## config.mk

```make
export PLATFORM = sky130hd
export DESIGN_NAME = lane_event_counter
export DESIGN_NICKNAME = d
export VERILOG_FILES = /design/src/rtl/lec_pkg.sv /design/src/rtl/lec_ctrl.sv /design/src/rtl/lec_event_mux.sv /design/src/rtl/lec_counter.sv /design/src/rtl/lane_event_counter.sv
export SDC_FILE = /design/constraint.sdc
export NUM_CORES = 1
export LEC_CHECK = 0
export BUFFER_PORTS_ARGS = -buffer_cell sky130_fd_sc_hd__buf_2
export CAP_MARGIN = 25
export CORE_UTILIZATION = 48
export DETAILED_ROUTE_END_ITERATION = 7
export GPL_TIMING_DRIVEN = 0
export PLACE_DENSITY = 0.89
export SYNTH_ARGS = -nofsm -noshare
export SYNTH_HDL_FRONTEND = slang
export SYNTH_HIERARCHICAL = 1
export SYNTH_SLANG_ARGS = --single-unit
export TNS_END_PERCENT = 100
```

## constraint.sdc

```tcl
create_clock -name clk -period 8.4 [get_ports clk]
set_clock_uncertainty 0.15 [all_clocks]
set_input_delay 1.26 -clock clk [delete_from_list [all_inputs] [get_ports clk]]
set_output_delay 1.26 -clock clk [all_outputs]
set_load 0.01 [all_outputs]
```

## src/rtl/lec_pkg.sv

```systemverilog
package lec_pkg;

  localparam int REG_W      = 32;
  localparam int OFS_CTRL   = 8'h08;
  localparam int OFS_COUNT  = 8'h0C;
  localparam int GRP_LINK   = 6;
  localparam int GRP_TRANS  = 7;
  localparam int LINK_EVTS  = 7;
  localparam int TRANS_EVTS = 24;
  localparam logic [2:0] RUN_ON  = 3'd3;
  localparam logic [2:0] RUN_OFF = 3'd1;
  localparam logic [1:0] ZERO_CMD = 2'd1;

  typedef struct packed {
    logic [3:0] grp;
    logic [7:0] evt;
    logic [3:0] lane;
  } lecSel_t;

  typedef struct packed {
    logic clearCnt;
    logic countOn;
  } lecStrobe_t;

endpackage

```

## src/rtl/lec_ctrl.sv

```systemverilog
module lec_ctrl
  import lec_pkg::*;
#(
  parameter int ADDR_W = 8
) (
  input  logic              clk,
  input  logic              rstN,
  input  logic              regWrEn,
  input  logic [ADDR_W-1:0] regAddr,
  input  logic [REG_W-1:0]  regWrData,
  output lecSel_t           selQ,
  output lecStrobe_t        strb,
  output logic [REG_W-1:0]  ctrlView
);

  localparam logic [ADDR_W-1:0] CtrlAddr = ADDR_W'(OFS_CTRL);

  logic       ctrlWr;
  logic       runQ;
  logic [2:0] runCmd;
  logic [1:0] zeroCmd;

  assign ctrlWr  = regWrEn && (regAddr == CtrlAddr);
  assign runCmd  = regWrData[4:2];
  assign zeroCmd = regWrData[1:0];

  always_ff @(posedge clk) begin
    if (!rstN) begin
      selQ <= '0;
      runQ <= 1'b0;
    end else if (ctrlWr) begin
      selQ.grp  <= regWrData[27:24];
      selQ.evt  <= regWrData[23:16];
      selQ.lane <= regWrData[11:8];
      if (runCmd == RUN_ON)       runQ <= 1'b1;
      else if (runCmd == RUN_OFF) runQ <= 1'b0;
    end
  end

  always_comb begin
    strb.clearCnt = ctrlWr && (zeroCmd == ZERO_CMD);
    strb.countOn  = runQ;
  end

  always_comb begin
    ctrlView        = '0;
    ctrlView[27:24] = selQ.grp;
    ctrlView[23:16] = selQ.evt;
    ctrlView[11:8]  = selQ.lane;
    ctrlView[7]     = runQ;
  end

endmodule

```

## src/rtl/lec_event_mux.sv

```systemverilog
module lec_event_mux
  import lec_pkg::*;
#(
  parameter int NUM_LANES = 4
) (
  input  lecSel_t                           sel,
  input  logic [NUM_LANES*LINK_EVTS-1:0]    dllpEvt,
  input  logic [NUM_LANES*TRANS_EVTS-1:0]   tlpEvt,
  output logic                              hit
);

  localparam int LinkBits  = NUM_LANES * LINK_EVTS;
  localparam int TransBits = NUM_LANES * TRANS_EVTS;

  logic [NUM_LANES-1:0] laneMatch;
  logic [LinkBits-1:0]  linkTerm;
  logic [TransBits-1:0] transTerm;

  for (genvar l = 0; l < NUM_LANES; l++) begin : g_lane
    assign laneMatch[l] = (sel.lane == 4'(l));
    for (genvar e = 0; e < LINK_EVTS; e++) begin : g_link
      assign linkTerm[l*LINK_EVTS+e] =
        laneMatch[l] && (sel.evt == 8'(e)) && dllpEvt[l*LINK_EVTS+e];
    end
    for (genvar e = 0; e < TRANS_EVTS; e++) begin : g_trans
      assign transTerm[l*TRANS_EVTS+e] =
        laneMatch[l] && (sel.evt == 8'(e)) && tlpEvt[l*TRANS_EVTS+e];
    end
  end

  always_comb begin
    hit = 1'b0;
    if (sel.grp == 4'(GRP_LINK))  hit = |linkTerm;
    if (sel.grp == 4'(GRP_TRANS)) hit = |transTerm;
  end

endmodule

```

## src/rtl/lec_counter.sv

```systemverilog
module lec_counter
  import lec_pkg::*;
#(
  parameter int CNT_W = 32
) (
  input  logic             clk,
  input  logic             rstN,
  input  lecStrobe_t       strb,
  input  logic             hit,
  output logic [CNT_W-1:0] cnt
);

  always_ff @(posedge clk) begin
    if (!rstN)                      cnt <= '0;
    else if (strb.clearCnt)         cnt <= '0;
    else if (strb.countOn && hit)   cnt <= cnt + 1'b1;
  end

endmodule

```

## src/rtl/lane_event_counter.sv

```systemverilog
module lane_event_counter
  import lec_pkg::*;
#(
  parameter int NUM_LANES = 4,
  parameter int CNT_W     = 32,
  parameter int ADDR_W    = 8
) (
  input  logic                            clk,
  input  logic                            rstN,
  input  logic                            regWrEn,
  input  logic [ADDR_W-1:0]               regAddr,
  input  logic [REG_W-1:0]                regWrData,
  output logic [REG_W-1:0]                regRdData,
  input  logic [NUM_LANES*LINK_EVTS-1:0]  dllpEvt,
  input  logic [NUM_LANES*TRANS_EVTS-1:0] tlpEvt
);

  localparam logic [ADDR_W-1:0] CtrlAddr  = ADDR_W'(OFS_CTRL);
  localparam logic [ADDR_W-1:0] CountAddr = ADDR_W'(OFS_COUNT);

  lecSel_t          selQ;
  lecStrobe_t       strb;
  logic [REG_W-1:0] ctrlView;
  logic             hitPulse;
  logic             countOn;
  logic [CNT_W-1:0] cntVal;
  logic [REG_W-1:0] cntExt;

  lec_ctrl #(.ADDR_W(ADDR_W)) ctrl_i (
    .clk(clk), .rstN(rstN), .regWrEn(regWrEn), .regAddr(regAddr),
    .regWrData(regWrData), .selQ(selQ), .strb(strb), .ctrlView(ctrlView)
  );

  lec_event_mux #(.NUM_LANES(NUM_LANES)) mux_i (
    .sel(selQ), .dllpEvt(dllpEvt), .tlpEvt(tlpEvt), .hit(hitPulse)
  );

  lec_counter #(.CNT_W(CNT_W)) cnt_i (
    .clk(clk), .rstN(rstN), .strb(strb), .hit(hitPulse), .cnt(cntVal)
  );

  assign countOn = strb.countOn;

  always_comb begin
    cntExt              = '0;
    cntExt[CNT_W-1:0]   = cntVal;
    regRdData           = '0;
    if (regAddr == CtrlAddr)  regRdData = ctrlView;
    if (regAddr == CountAddr) regRdData = cntExt;
  end

endmodule

```

### Yosys cells after proc, flatten, opt, wreduce, memory -nomap -nowiden

Cells that the tools add are included.

* $add $sub $neg: 1
* multiply operators: 0
* divide/modulo/power cells: 0
* order comparisons: 0
* eq/ne operators: 33
* shift-type cells: 0
* multiplexer cells: 6
* bitwise gates (word level): 1
* reduce and logical (&&, ||, !) cells: 230

Operators by type and width (number)
* logical AND 1 bit: 223
* OR reduction 96 bit: 1
* equality test 8 x 4 -> 1 bit, second input constant: 10
* equality test 8 x 5 -> 1 bit, second input constant: 8
* adder 32 x 1 -> 32 bit, second input constant: 1
* equality test 8 x 3 -> 1 bit, second input constant: 4
* two-way mux 32 bit: 1
* two-way mux 28 bit: 1
* OR reduction 28 bit: 1
* equality test 8 x 2 -> 1 bit, second input constant: 2
* equality test 4 x 2 -> 1 bit, second input constant: 2
* equality test 4 x 3 -> 1 bit, second input constant: 2
* equality test 8 x 1 -> 1 bit, second input constant: 1
* zero test 8 bit: 1
* equality test 4 x 1 -> 1 bit, second input constant: 1
* zero test 4 bit: 1
* two-way mux 1 bit: 4
* equality test 3 x 1 -> 1 bit, second input constant: 1
* equality test 3 x 2 -> 1 bit, second input constant: 1
* equality test 2 x 1 -> 1 bit, second input constant: 1
* AND reduction 2 bit: 1
* nonzero test 2 bit: 1
* OR reduction 2 bit: 1
* NOT 1 bit: 1

* bits in registers: 49
* bits in latches: 0
* bits in writable memories: 0
* ROM bits: 0
* output and inout bits: 32
* logic and storage cells: 276
* memories kept: 0

### Depth between registers and ports, before layout

* depth in word-level cells: 7
* mapped depth: 17
* depth with buffers taken out: 10

### Hierarchy

Netlist, hierarchy kept.

By module, submodules not included
* lec_counter: instances 1, cells an instance 189, area each 1655.3 µm²
* lec_event_mux: instances 1, cells an instance 189, area each 1475.2 µm²
* lec_ctrl: instances 1, cells an instance 114, area each 993.5 µm²
* lane_event_counter: instances 1, cells an instance 78, area each 721.9 µm²

### Least setup slack after synthesis

No wires, ideal clock.

* kind: input -> register
* start: in tlpEvt[72]
* end: reg cnt_i.cnt[25]
* arrival: 3.612 ns
* setup slack: 4.569 ns
* cell stages on the path: 12
* buffers on the path: 2
* path through: or3b_1 > a21oi_1 > o21ai_1 > a211oi_1 > nor4bb_1 > a31oi_1 > and4_1 > buf_6 > nand4_4 > buf_6 > or4_1 > a21oi_1

* cells in the longest elaborated chain, start to end: 4

RTL lines
* start, declared: line lane_event_counter.sv:15 `input logic [NUM_LANES*TRANS_EVTS-1:0] tlpEvt`
* logical AND 1 bit: line lec_event_mux.sv:27 `laneMatch[l] && (sel.evt == 8'(e)) && tlpEvt[l*TRANS_EVTS+e];`
* OR reduction 96 bit: line lec_event_mux.sv:34 `if (sel.grp == 4'(GRP_TRANS)) hit = |transTerm;`
* two-way mux 1 bit: line lec_event_mux.sv:34
* via hitPulse: line lane_event_counter.sv:24 `logic hitPulse;`
* logical AND 1 bit: line lec_counter.sv:16 `else if (strb.countOn && hit) cnt <= cnt + 1'b1;`
* end signal, assigned: line lec_counter.sv:16
* end, declared: line lec_counter.sv:10 `output logic [CNT_W-1:0] cnt`

The timed path passes the listed nets, and every way through them passes these cells.
A chain may end at the register's enable or synchronous reset.

### Worst setup path after layout

* start: reg ctrl_i/ctrlView[17] (netlist name)
* end: reg cnt_i.cnt[19]

* cells in the longest elaborated chain, start to end: 7
* elaborated cells on any way between the ends: 249
* classes of those cells: 23 x eq/ne; 2 x mux; 224 x reduce/logical

RTL lines
* equality test 8 x 1 -> 1 bit (tied with other cells): line lec_event_mux.sv:23, lec_event_mux.sv:27
* logical AND 1 bit: line lec_event_mux.sv:23, lec_event_mux.sv:27
* logical AND 1 bit: line lec_event_mux.sv:23 `laneMatch[l] && (sel.evt == 8'(e)) && dllpEvt[l*LINK_EVTS+e];`
* OR reduction 28 bit: line lec_event_mux.sv:33 `if (sel.grp == 4'(GRP_LINK)) hit = |linkTerm;`
* two-way mux 1 bit: line lec_event_mux.sv:33
* two-way mux 1 bit *: line lec_event_mux.sv:34
* via hitPulse: line lane_event_counter.sv:24
* logical AND 1 bit *: line lec_counter.sv:16

Mark *: on every way through the listed nets, which the timed path passes. The rest lies on a longest branch.

==> results.sh <==
export IMPL_status="complete, no violations"
export IMPL_final_util_pct=62.2
export IMPL_start_util_pct=49.6
export IMPL_drtIter0Drc=246
export IMPL_syn_area_um2=4850
export IMPL_fin_nets=946
export IMPL_placement_io_buffers=187
export IMPL_clk_latency_ns=0.32
export IMPL_cts_sinks=49
export IMPL_max_cap_violations=0
export IMPL_setup_tns_ns=0
export IMPL_grt_pass1_vias=4870
export IMPL_placementRows=36
export IMPL_setup_violations=0
export IMPL_drc_errors=0
export IMPL_timing_final_crit_share_pct=48.8
export IMPL_wl_per_cell_um=16.9
export IMPL_path_class="flop to flop"
export IMPL_grt_first_pass_wirelength_um=23200
export IMPL_cts_hold_buffers=0
export IMPL_clockBufferDepth=2
export IMPL_cts_resized_gates=0
export IMPL_final_layout_size_suffix_gt1_share_pct=42.0
export IMPL_h_tree_depth=2
export IMPL_hpwlAfterDp_um=12100
export IMPL_ys_ff_latch=49
export IMPL_antenna_found_initial=0
export IMPL_synth_edff_count=0
export IMPL_cp_max_fo=10
export IMPL_cellPowerDensity_nw_per_um2=75.2
export IMPL_cts_root_buf="clkbuf_8"
export IMPL_fp_dieH_um=102
export IMPL_vias_per_cell=5.83
export IMPL_ir_drop_v=0.0000544
export IMPL_grt_ovfl_total=0
export IMPL_postCtsSetupBuffers=0
export IMPL_netlist_cell_type_count=76
export IMPL_clk_pin_slew_ns=0.09
export IMPL_finalWirelength_um=15400
export IMPL_synthTopCellsByArea="dfxtp_1, mux2i_1, buf_4"
export IMPL_final_common_cell="buf_2"
export IMPL_fin_crit_ns=4.10
export IMPL_postPlaceCellArea_um2=6000
export IMPL_yosys_area_top_type_share_pct=20.2
export IMPL_worst_pin_slew_ns=0.697
export IMPL_final_hold_viol_count=0
export IMPL_core_um2=9770
export IMPL_grt_use_total_pct=28.6
export IMPL_dieArea_um2=10500
export IMPL_multi_input_area_um2=3310
export IMPL_diodes=0
export IMPL_yosysWarnings=6
export IMPL_postRouteAntennaNets=0
export IMPL_power_leakage_nw=2.55
export IMPL_critical_path_arrival_ns=4.19
export IMPL_ys_seq_area_share_pct=20.2
export IMPL_endpoint_kind="flop"
export IMPL_syn_instance_count=570
export IMPL_rsz0062_at_grt="false"
export IMPL_drtPass1Iterations=5
export IMPL_worstPathRequired_ns=8.49
export IMPL_dr_total_vias=5319
export IMPL_syn_to_final_growth_pct=25.5
export IMPL_slew_headroom_pct=52.9
export IMPL_final_cell_mix="buf_2, mux2i_1, nand2_1, dfxtp_1, buf_4"
export IMPL_timing_fmax_mhz=244
export IMPL_hp_class="flop to flop"
export IMPL_seqCellArea_um2=981
export IMPL_die_w_um=102
export IMPL_synth_top_cell_by_area="dfxtp_1"
export IMPL_cts_buffers=5
export IMPL_fillers=866
export IMPL_hold_slack_ns=0.338
export IMPL_grt_max_degree=15
export IMPL_syn_avg_cell_area_um2=8.50
export IMPL_stdcell_area_um2=6080
export IMPL_cp_start_kind="flop"
export IMPL_finalMaxSlewViolations=0
export IMPL_place_congestion=0.992
export IMPL_cts_tree="done"
export IMPL_ys_flop_type="dfxtp_1"
export IMPL_synthArstFlopShare_pct=0
export IMPL_io_pins=199
[final cells by class]
class,count,area share [%]
Multi-Input combinational cell,445,54.4
Buffer,83,9.58
Sequential cell,49,16.1
Tap cell,133,2.74
Timing Repair Buffer,187,15.4
Clock buffer,6,1.19
Clock inverter,2,0.165
Inverter,7,0.432
[layer usage]
metal	vias to the layer above	global-route usage (%)	wire, µm
li1	2525	-	-
met2	286	52.8	7720
met4	0	13.4	521
met1	2459	32.0	5880
met5	-	0	0
met3	49	4.38	1290
[state kept, by name, summed over array words and instances (netlist names)]
name and count:
cnt_i/cnt 32, ctrl_i/ctrlView 16, ctrl_i/runQ 1
[path summary, 6_finish.rpt]
path,start,end,slack [ns],cells past startpoint
worst max-delay path,ctrl_i/ctrlView[17],cnt_i/cnt[19],4.30,15
worst min-delay path,ctrl_i/ctrlView[25],ctrl_i/ctrlView[25],0.34,2
worst max register to register,ctrl_i/ctrlView[17],cnt_i/cnt[19],4.30,15
worst min register to register,ctrl_i/ctrlView[25],ctrl_i/ctrlView[25],0.34,2
[power by group]
group | total [mW] | switching [mW] | internal, mW
Combinational | 0.0876 | 0.0391 | 0.0485
Sequential | 0.232 | 0.0000954 | 0.232
Clock | 0.138 | 0.0801 | 0.0579
Total | 0.458 | 0.119 | 0.338
[stage by stage]
step	instances	setup slack, ns	power, mW
floorplan	584	4.57	0.279
global placement	904	4.14	0.323
detailed placement	904	4.12	0.324
CTS	912	4.30	0.458
global route	912	4.13	0.476
finish	912	4.30	0.458
[critical path: stages, from the launching register on]
cell and delay [ns]:
dfxtp_1 0.35, buf_4 0.13, buf_2 0.19, buf_4 0.20, nor2_2 0.37, nand4_1 0.16
a221oi_1 0.33, o21ai_1 0.10, a31o_1 0.23, a31oi_1 0.41, and4_1 0.30, buf_6 0.15
nand4_4 0.12, buf_6 0.17, or4_1 0.49, a21oi_1 0.19
[kinds of logic (layout without fill, tap and decap cells)]
logic type / count (synthesis) / after routing / synth area share (%)
AND/OR/NAND/NOR: 243 / 243 / 32.1
flip-flops: 49 / 49 / 20.2
multiplexers: 83 / 83 / 19.7
other: 1 / 15 / 0.0774
AO/OA/AOI/OAI: 93 / 93 / 13.2
XOR/XNOR: 10 / 10 / 1.81
adder cells (fa/ha/maj): 1 / 1 / 0.258
buffers and inverters: 90 / 285 / 12.6
[synthesized netlist by cell type (all sizes together), types with 9 or more instances]
library cell,n
nor3,37
buf,71
mux2,10
o31ai,10
a21oi,22
or4,11
mux2i,64
clkbuf,12
nand4,29
nand2b,10
a31oi,11
nand3,22
nor2,19
o21ai,14
nand2,57
dfxtp,49
xor2,10
and3,10
mux4,9
Power figures use the tool's default switching activity.
